File: src/rtl/ccr_pkg.sv
package ccr_pkg;
  localparam int CCR_W  = 8;
  localparam int NFLAG  = 5;
  localparam int B_S    = 7;
  localparam int B_X    = 6;
  localparam int B_H    = 5;
  localparam int B_I    = 4;
  localparam int B_N    = 3;
  localparam int B_Z    = 2;
  localparam int B_V    = 1;
  localparam int B_C    = 0;
  localparam logic [CCR_W-1:0] CCR_RST = 8'hD0;

  typedef enum logic [1:0] {ENT_IDLE = 2'd0, ENT_NMI = 2'd1, ENT_IRQ = 2'd2} ent_e;

  // Position of ALU flag index k inside the status word.
  function automatic int flag_pos(input int k);
    case (k)
      4:       return B_H;
      3:       return B_N;
      2:       return B_Z;
      1:       return B_V;
      default: return B_C;
    endcase
  endfunction
endpackage

File: src/rtl/ccr_flag_merge.sv
module ccr_flag_merge
  import ccr_pkg::*;
#(
  parameter int W  = CCR_W,
  parameter int NF = NFLAG
) (
  input  logic [W-1:0]  cur,
  input  logic [NF-1:0] fen,
  input  logic [NF-1:0] fval,
  output logic [W-1:0]  merged
);
  logic [W-1:0] en_mask;
  logic [W-1:0] val_mask;

  always_comb begin
    en_mask  = '0;
    val_mask = '0;
    for (int k = 0; k < NF; k++) begin
      en_mask[flag_pos(k)]  = fen[k];
      val_mask[flag_pos(k)] = fval[k];
    end
  end

  genvar b;
  generate
    for (b = 0; b < W; b++) begin : g_bit
      assign merged[b] = en_mask[b] ? val_mask[b] : cur[b];
    end
  endgenerate
endmodule

File: src/rtl/ccr_entry_seq.sv
module ccr_entry_seq
  import ccr_pkg::*;
(
  input  logic clk,
  input  logic rst_n,
  input  logic nmi_pend,
  input  logic irq_pend,
  input  logic x_mask,
  input  logic i_mask,
  input  logic stack_done,
  output logic nmi_take,
  output logic irq_take,
  output logic set_x,
  output logic set_i
);
  ent_e state_q, state_d;

  always_comb begin
    nmi_take = (state_q == ENT_IDLE) && nmi_pend && !x_mask;
    irq_take = (state_q == ENT_IDLE) && irq_pend && !i_mask && !nmi_take;
    set_x    = stack_done && (state_q == ENT_NMI);
    set_i    = stack_done && (state_q != ENT_IDLE);
    state_d  = state_q;
    if (state_q != ENT_IDLE) begin
      if (stack_done) state_d = ENT_IDLE;
    end else if (nmi_take) begin
      state_d = ENT_NMI;
    end else if (irq_take) begin
      state_d = ENT_IRQ;
    end
  end

  always_ff @(posedge clk) begin
    if (!rst_n) state_q <= ENT_IDLE;
    else        state_q <= state_d;
  end
endmodule

File: src/rtl/ccr_stop_gate.sv
module ccr_stop_gate (
  input  logic stop_dec,
  input  logic stop_dis,
  output logic osc_stop_req,
  output logic stop_as_nop
);
  assign osc_stop_req = stop_dec && !stop_dis;
  assign stop_as_nop  = stop_dec && stop_dis;
endmodule

File: src/rtl/ccr_ctrl.sv
module ccr_ctrl
  import ccr_pkg::*;
#(
  parameter int W  = CCR_W,
  parameter int NF = NFLAG
) (
  input  logic          clk,
  input  logic          rst_n,
  input  logic [NF-1:0] alu_flag_en,
  input  logic [NF-1:0] alu_flag_val,
  input  logic          sw_wr_en,
  input  logic [W-1:0]  sw_wr_data,
  input  logic          nmi_pend,
  input  logic          irq_pend,
  input  logic          stack_done,
  input  logic          stop_dec,
  output logic [W-1:0]  ccr_q,
  output logic          nmi_take,
  output logic          irq_take,
  output logic          osc_stop_req,
  output logic          stop_as_nop
);
  logic [W-1:0] ccr_r, ccr_alu, ccr_d;
  logic         set_x, set_i;

  ccr_flag_merge #(.W(W), .NF(NF)) u_merge (
    .cur(ccr_r), .fen(alu_flag_en), .fval(alu_flag_val), .merged(ccr_alu)
  );

  ccr_entry_seq u_seq (
    .clk(clk), .rst_n(rst_n), .nmi_pend(nmi_pend), .irq_pend(irq_pend),
    .x_mask(ccr_r[B_X]), .i_mask(ccr_r[B_I]), .stack_done(stack_done),
    .nmi_take(nmi_take), .irq_take(irq_take), .set_x(set_x), .set_i(set_i)
  );

  ccr_stop_gate u_stop (
    .stop_dec(stop_dec), .stop_dis(ccr_r[B_S]),
    .osc_stop_req(osc_stop_req), .stop_as_nop(stop_as_nop)
  );

  // Priority: mask setting > software write > ALU flags.
  always_comb begin
    ccr_d = ccr_alu;
    if (sw_wr_en) begin
      ccr_d      = sw_wr_data;
      ccr_d[B_X] = ccr_r[B_X] & sw_wr_data[B_X];
    end
    if (set_x) ccr_d[B_X] = 1'b1;
    if (set_i) ccr_d[B_I] = 1'b1;
  end

  always_ff @(posedge clk) begin
    if (!rst_n) ccr_r <= CCR_RST;
    else        ccr_r <= ccr_d;
  end

  assign ccr_q = ccr_r;
endmodule

File: config.mk
export PLATFORM = sky130hd
export DESIGN_NAME = ccr_ctrl
export DESIGN_NICKNAME = d
export VERILOG_FILES = /design/src/rtl/ccr_pkg.sv /design/src/rtl/ccr_flag_merge.sv /design/src/rtl/ccr_entry_seq.sv /design/src/rtl/ccr_stop_gate.sv /design/src/rtl/ccr_ctrl.sv
export SDC_FILE = /design/constraint.sdc
export NUM_CORES = 1
export LEC_CHECK = 0
export CORE_ASPECT_RATIO = 1.1
export CORE_MARGIN = 5
export CORE_UTILIZATION = 35
export CTS_BUF_LIST = sky130_fd_sc_hd__clkbuf_4 sky130_fd_sc_hd__clkbuf_8 sky130_fd_sc_hd__clkbuf_16
export CTS_CLUSTER_DIAMETER = 120
export DETAILED_ROUTE_END_ITERATION = 8
export PLACE_DENSITY_LB_ADDON = 0.25
export SYNTH_ARGS = -nofsm -noshare
export SYNTH_HDL_FRONTEND = slang
export SYNTH_SLANG_ARGS = --single-unit
File: constraint.sdc
create_clock -name clk -period 2.1 [get_ports clk]
set_clock_uncertainty 0.05 [all_clocks]
set_input_delay 0.525 -clock clk [delete_from_list [all_inputs] [get_ports clk]]
set_output_delay 0.525 -clock clk [all_outputs]
set_load 0.01 [all_outputs]
==> results of run 1 <==
## cells in the mapped netlist
cell / number
o21ai_0: 1
nor4b_2: 1
o211a_1: 5
nor4_1: 1
nand2b_1: 6
nand2_1: 1
nor2b_1: 3
nor2b_2: 1
mux2i_1: 2
o31ai_2: 1
buf_4: 3
buf_2: 1
o21a_1: 1
and2_1: 1
inv_1: 1
nand3b_1: 2
o211ai_1: 1
clkbuf_1: 1
mux2_1: 5
nand3_1: 1
or3b_1: 1
dfxtp_1: 10
## logic make-up after synthesis
group | count (synthesis) | synth area share (%)
muxes | 7 | 14.70
buffers and inverters | 6 | 6.744
and+or+nand+nor | 18 | 24.10
DFF | 10 | 38.55
AOI/OAI and AO/OA | 9 | 15.90
## per-layer routing
metal	global-route usage [%]	part of all wire (%)	vias to the layer above
li1	-	-	255
met3	3.214	8.1	2
met1	12.88	38	235
met2	23.39	53	17
met5	0	0	-
met4	8.295	0.91	0
## cells in the final DEF, fill, tap and decap left out, types with 2 or more instances in the layout
master	count
clkdlybuf4s50_1	32
dfxtp_1	10
nand2b_1	6
mux2_1	5
o211a_1	5
buf_4	4
clkbuf_4	3
nor2b_2	2
nor2b_1	2
mux2i_1	2
nand3b_1	2
buf_2	2
dlygate4sd2_1	2
## report_power, final
group	leakage, nW	switching, mW	internal, mW
logic	0.316	0.0387	0.0873
registers	0.0828	0.0106	0.202
clock network	0.0210	0.0686	0.105
## worst max-delay path by stage
stage                        start        to  slack (ns)  depth (start not counted)
after floorplan           nmi_pend  irq_take        0.46                          2
after detailed placement  nmi_pend  irq_take       -0.41                          4
after global routing      nmi_pend  irq_take        0.03                          4
after CTS                 nmi_pend  irq_take      -0.008                          4
after global placement    nmi_pend  irq_take       -0.36                          4
final                     irq_pend  irq_take        0.09                          4
## registers in the layout, summed over array words and instances, names as in the netlist
register,flops
u_seq.state_q,2
ccr_q,8
## area by class of cell
class | count | area [sq um] | area share, %
Timing Repair Buffer | 40 | 377.9 | 40.21
Multi-Input combinational cell | 34 | 301.5 | 32.09
Sequential cell | 10 | 200.2 | 21.30
Clock buffer | 4 | 36.28 | 3.862
Tap cell | 16 | 20.02 | 2.130
Inverter | 1 | 3.754 | 0.3995
## tightest hold or removal path, stage by stage (launching register included)
cell	delay (ns)
dfxtp_1	0.36
mux2i_1	0.08
nand3_1	0.08
## timing repair
action	in CTS	in global routing
endpoints found under the hold margin	0	0
resized for setup	11	3
endpoints found under the setup margin	4	2
pin swaps	0	1
## stage by stage
stage / setup WS [ns] / cell area, sq um / instances / utilization (%)
final: 0.09367 / 939.7 / 105 / 67.90
after detailed placement: -0.4096 / 898.4 / 101 / 64.92
after global routing: 0.03285 / 939.7 / 105 / 67.90
after global placement: -0.3636 / 898.4 / 101 / 64.92
after floorplan: 0.4565 / 519.2 / 50 / -
after CTS: -0.007881 / 937.1 / 105 / 67.72
==> summary.md, run 1 <==
| Metric | Value |
|---|---|
| Status | `finished clean` |
| Cells after Synth | `50` |
| GR Util All Layers | `13.13%` |
| Min Tclk post-route | `about 2.0 ns` |
| Synth Register Bits | `10` |
| Antenna Nets Post-Route | `0` |
| Grt total ovfl | `0` |
| CTS tree | `yes` |
| Static leakage | `~0.42 nW` |
| Tcrit/Tclk final | `around 96%` |
| Worst Reg-to-Reg Cells | `2` |
| CP Capture Type | `primary output` |
| Crit path buf inv count | `2` |
| Clock-pin slew on the worst setup and hold paths | `~0.060 ns` |
| Max-slew violation count | `0` |
| Routed via count | `approximately 510` |
| Post-layout total power | `approximately 510 uW` |
| Setup violators final | `0` |
| Reg2reg end | `u_seq.state_q[1]` |
| Iteration-0 DRC Markers | `2` |
| Gp weighted congestion | `around 0.7` |
| Clock sinks | `10` |
| Max-cap violations | `0` |
| Detailed Route WL | `1.434 mm` |
| TritonCTS Buffers | `3` |
| Layout cells sized above 1 | `16.85%` |
| Initial Utilization | `37.52%` |
| Nets | `115` |
| Post-synthesis net count | `75` |
| Root Driver | `clkbuf_4` |
| Initial antenna violation count | `0` |
| TNS Setup | `0 ns` |
| Number of diodes | `0` |
| Crit-path max cell delay | `approximately 0.45 ns` |
| Synth area leaders | `dfxtp_1 (39%), mux2_1 (11%), o211a_1 (9.6%)` |
| Leading area contributor after synthesis | `dfxtp_1` |
| Synth Cell Area | `between 500 and 600 sq um` |
| Hold slack | `approximately 0.5 ns` |
| Post-CTS setup buffers | `0` |
| Global-route wire length before repair | `approximately 2.2 mm` |
| Final hold violations | `0` |
| Via density | `just under 5` |
| Layout fillers | `115` |
| Hold_buf cts | `0` |
| Die X | `46.73 um` |
| Worst flop-to-flop path startpoint | `u_seq.state_q[0]` |
| Port Buffers | `36` |
| Synthesized area per cell | `10.38 sq um` |
| Hold Path Sink | `ccr_q[4]` |
| Yosys top cell area share | `38.55%` |
| Die area | `between 0.002 and 0.0025 sq mm` |
| Reg2Reg Setup Slack | `roughly 0.97 ns` |
| Cell family with most CP delay | `buffers and inverters` |
| Critical path's slowest cell | `clkdlybuf4s50_1` |
| Setup CP Type | `input pin to primary output` |
| Core ar. | `approximately 0.0014 sq mm` |
| DR WL/cell | `between 10 and 15 um` |
| Rows | `14` |
| Synth-to-layout area growth | `80.96%` |
| Worst hold path startpoint | `ccr_q[4]` |
| CP Max Fanout | `2` |
| Latest clock arrival within the worst-skew pair | `about 0.27 ns` |
| Die Y | `between 50 and 60 um` |
| Relative slew margins | `between 60% and 70%` |
| Worst path arrival time | `1.43 ns` |
| Vias in the first global route | `520` |
| Critical path required time | `1.52 ns` |
| Remaining DRCs | `0` |
| H-Tree Depth | `1` |
| CP Cell Sequence | `clkdlybuf4s50_1 -> nand2b_1 -> nor4_2 -> buf_2` |
| Largest net degree at the start of global routing | `14` |
| Drt pass-1 iters | `2` |
| IO Pins | `37` |
| Sequential area share after synthesis | `roughly 39%` |
| Max Clk Rate | `about 500 MHz` |
| RSZ-0062 raised after global routing | `no` |
| Yosys cell types | `22` |
| Worst Max-Slew Pin Slew | `between 0.4 and 0.5 ns` |
| P per Cell Area | `roughly 550 mW/mm^2` |
| Maximum clock insertion buffer count | `2` |
| Maximum vdd drop | `between 0.3 and 0.4 mV` |
| Critical Path Source Type | `input pin` |
| Min-Delay Path Class | `flip-flop to flip-flop` |
| Post-DP HPWL | `about 1.1 mm` |
| Yosys warnings | `0` |
| Worst Hold Depth | `2` |
Power figures use the tool's default switching activity.
==> run 2, diff against run 1 <==
--- a/config.mk
+++ b/config.mk
@@ -7,7 +7,7 @@
 export LEC_CHECK = 0
 export CORE_ASPECT_RATIO = 1.1
 export CORE_MARGIN = 5
-export CORE_UTILIZATION = 35
+export CORE_UTILIZATION = 33
 export CTS_BUF_LIST = sky130_fd_sc_hd__clkbuf_4 sky130_fd_sc_hd__clkbuf_8 sky130_fd_sc_hd__clkbuf_16
 export CTS_CLUSTER_DIAMETER = 120
 export DETAILED_ROUTE_END_ITERATION = 8
==> constraint.sdc (replaced) <==
create_clock -name clk -period 2.3 [get_ports clk]
set_clock_uncertainty 0.05 [all_clocks]
set_input_delay 0.575 -clock clk [delete_from_list [all_inputs] [get_ports clk]]
set_output_delay 0.575 -clock clk [all_outputs]
set_load 0.01 [all_outputs]
==> summary.md, run 2 (synthesis gave the netlist of run 1 again) <==
| Metric | Value |
|---|---|
| Hold_buf cts | `0` |
| Setup violators final | `0` |
| Status | `finished clean` |
| Worst Max-Slew Pin Slew | `0.4766 ns` |
| Final hold violations | `0` |
| Setup CP Type | `input pin to primary output` |
| Number of diodes | `0` |
| Latest clock arrival within the worst-skew pair | `approximately 0.25 ns` |
| TritonCTS Buffers | `3` |
| Most frequent cells in the layout | `clkdlybuf4s50_1 (32), dfxtp_1 (10), nand2b_1 (6), mux2_1 (5), o211a_1 (5)` |
| Root Driver | `clkbuf_4` |
| Die X | `~48 um` |
| Grt total ovfl | `0` |
| Antenna Nets Post-Route | `0` |
| Detailed Route WL | `about 1.3 mm` |
| Relative slew margins | `just under 70%` |
| Clock sinks | `10` |
| Comb pwr share | `between 20% and 30%` |
| Via density | `just under 5` |
| DR WL/cell | `12.75 um` |
| Static leakage | `just over 0.4 nW` |
| Core ar. | `roughly 0.0015 sq mm` |
| Iteration-0 DRC Markers | `0` |
| Maximum vdd drop | `between 0.2 and 0.3 mV` |
| P per Cell Area | `about 460 mW/mm^2` |
| Post-route cell area | `a little over 900 sq um` |
| Net Sw Frac | `between 20 and 25%` |
| Max-cap violations | `0` |
| Min-Delay Path Class | `flip-flop to flip-flop` |
| Clock power frac | `a little over a quarter` |
| Port Buffers | `36` |
| Max-slew violation count | `0` |
| Worst path arrival time | `~1.6 ns` |
| Commonest non-fill, non-tap cell in the layout | `clkdlybuf4s50_1` |
| Layout fillers | `between 150 and 200` |
| IO Pins | `37` |
| Critical Path Source Type | `input pin` |
| Gp weighted congestion | `0.7361` |
| Die Y | `between 50 and 60 um` |
| Routed via count | `513` |
| GR Util All Layers | `12.79%` |
| CTS tree | `yes` |
| Sequential Power Share | `between 40% and 50%` |
| Drt pass-1 iters | `1` |
| Die area | `around 0.0025 sq mm` |
| Tcrit/Tclk final | `a little over nine tenths` |
| Hold slack | `roughly 0.47 ns` |
| Vias in the first global route | `just over 500` |
| Max reg flops | `8` |
| CP Max Fanout | `2` |
| Critical path required time | `between 1.5 and 2 ns` |
| Synth-to-layout area growth | `76.63%` |
| Maximum clock insertion buffer count | `2` |
| Remaining DRCs | `0` |
| Initial Utilization | `33.74%` |
| CP Capture Type | `primary output` |
| Internal | `about 320 uW` |
| RSZ-0062 raised after global routing | `no` |
| Nets | `around 120` |
| Min Tclk post-route | `approximately 2.2 ns` |
| Post-DP HPWL | `about 1.1 mm` |
| Global-route wire length before repair | `between 2 and 2.5 mm` |
| Rows | `15` |
| Initial antenna violation count | `0` |
| Largest net degree at the start of global routing | `14` |
| Layout cells sized above 1 | `a little under an eighth` |
| Sw Pwr | `between 90 and 100 uW` |
| Max Clk Rate | `roughly 450 MHz` |
| Placed cell area | `roughly 900 sq um` |
| Clock-pin slew on the worst setup and hold paths | `0.06 ns` |
| H-Tree Depth | `1` |
-- run 2: per-stage QoR --
stage	total power, mW	setup TNS, ns	setup slack, ns	std cells	utilization [%]
after floorplan	0.2395	0	0.5565	50	-
after global routing	0.4447	0	0.007392	105	59.59
after CTS	0.4302	0	0.01921	105	59.59
final	0.4175	0	0.05896	105	59.59
after detailed placement	0.3135	-0.5638	-0.2729	102	58.46
after global placement	0.3108	-0.4161	-0.2345	102	58.46
-- run 2: cell type report --
type	instances	area, sq um	area share (%)
Clock buffer	3	22.52	2.456
Inverter	1	3.754	0.4093
Tap cell	17	21.27	2.319
Sequential cell	10	200.2	21.83
Multi-Input combinational cell	34	284.0	30.97
Timing Repair Buffer	40	385.4	42.02
-- run 2: worst paths after layout --
check	start	end	slack [ns]	cells past startpoint
max	nmi_pend	irq_take	0.06	4
min	ccr_q[4]	ccr_q[4]	0.47	2
max reg2reg	u_seq.state_q[0]	u_seq.state_q[1]	1.23	2
min reg2reg	ccr_q[4]	ccr_q[4]	0.47	2
-- run 2: metal layers --
metal,part of all wire [%],vias up,global-route usage [%]
li1,-,252,-
met1,37,234,13.21
met2,52,23,20.93
met3,8.7,4,4.844
met4,2.3,0,7.623
met5,0,-,0
-- run 2: power groups by stage --
stage	clock network (mW)	registers (mW)	logic [mW]
6_report	0.112	0.192	0.113
5_1_grt	0.128	0.194	0.123
4_1_cts	0.123	0.192	0.115
3_5_place_dp	0	0.196	0.117
3_3_place_gp	0	0.196	0.115
2_1_floorplan	0	0.198	0.0412
-- run 2: what timing repair did --
item,CTS,global route
resized for setup,4,2
setup endpoints to repair,4,1
pin swaps,0,0
setup buffers,0,0
cloned,0,0
-- run 2: critical path: stages --
cell and delay, ns:
clkdlybuf4s50_1 0.41, nor2b_1 0.15, nor4_1 0.21, dlygate4sd1_1 0.28
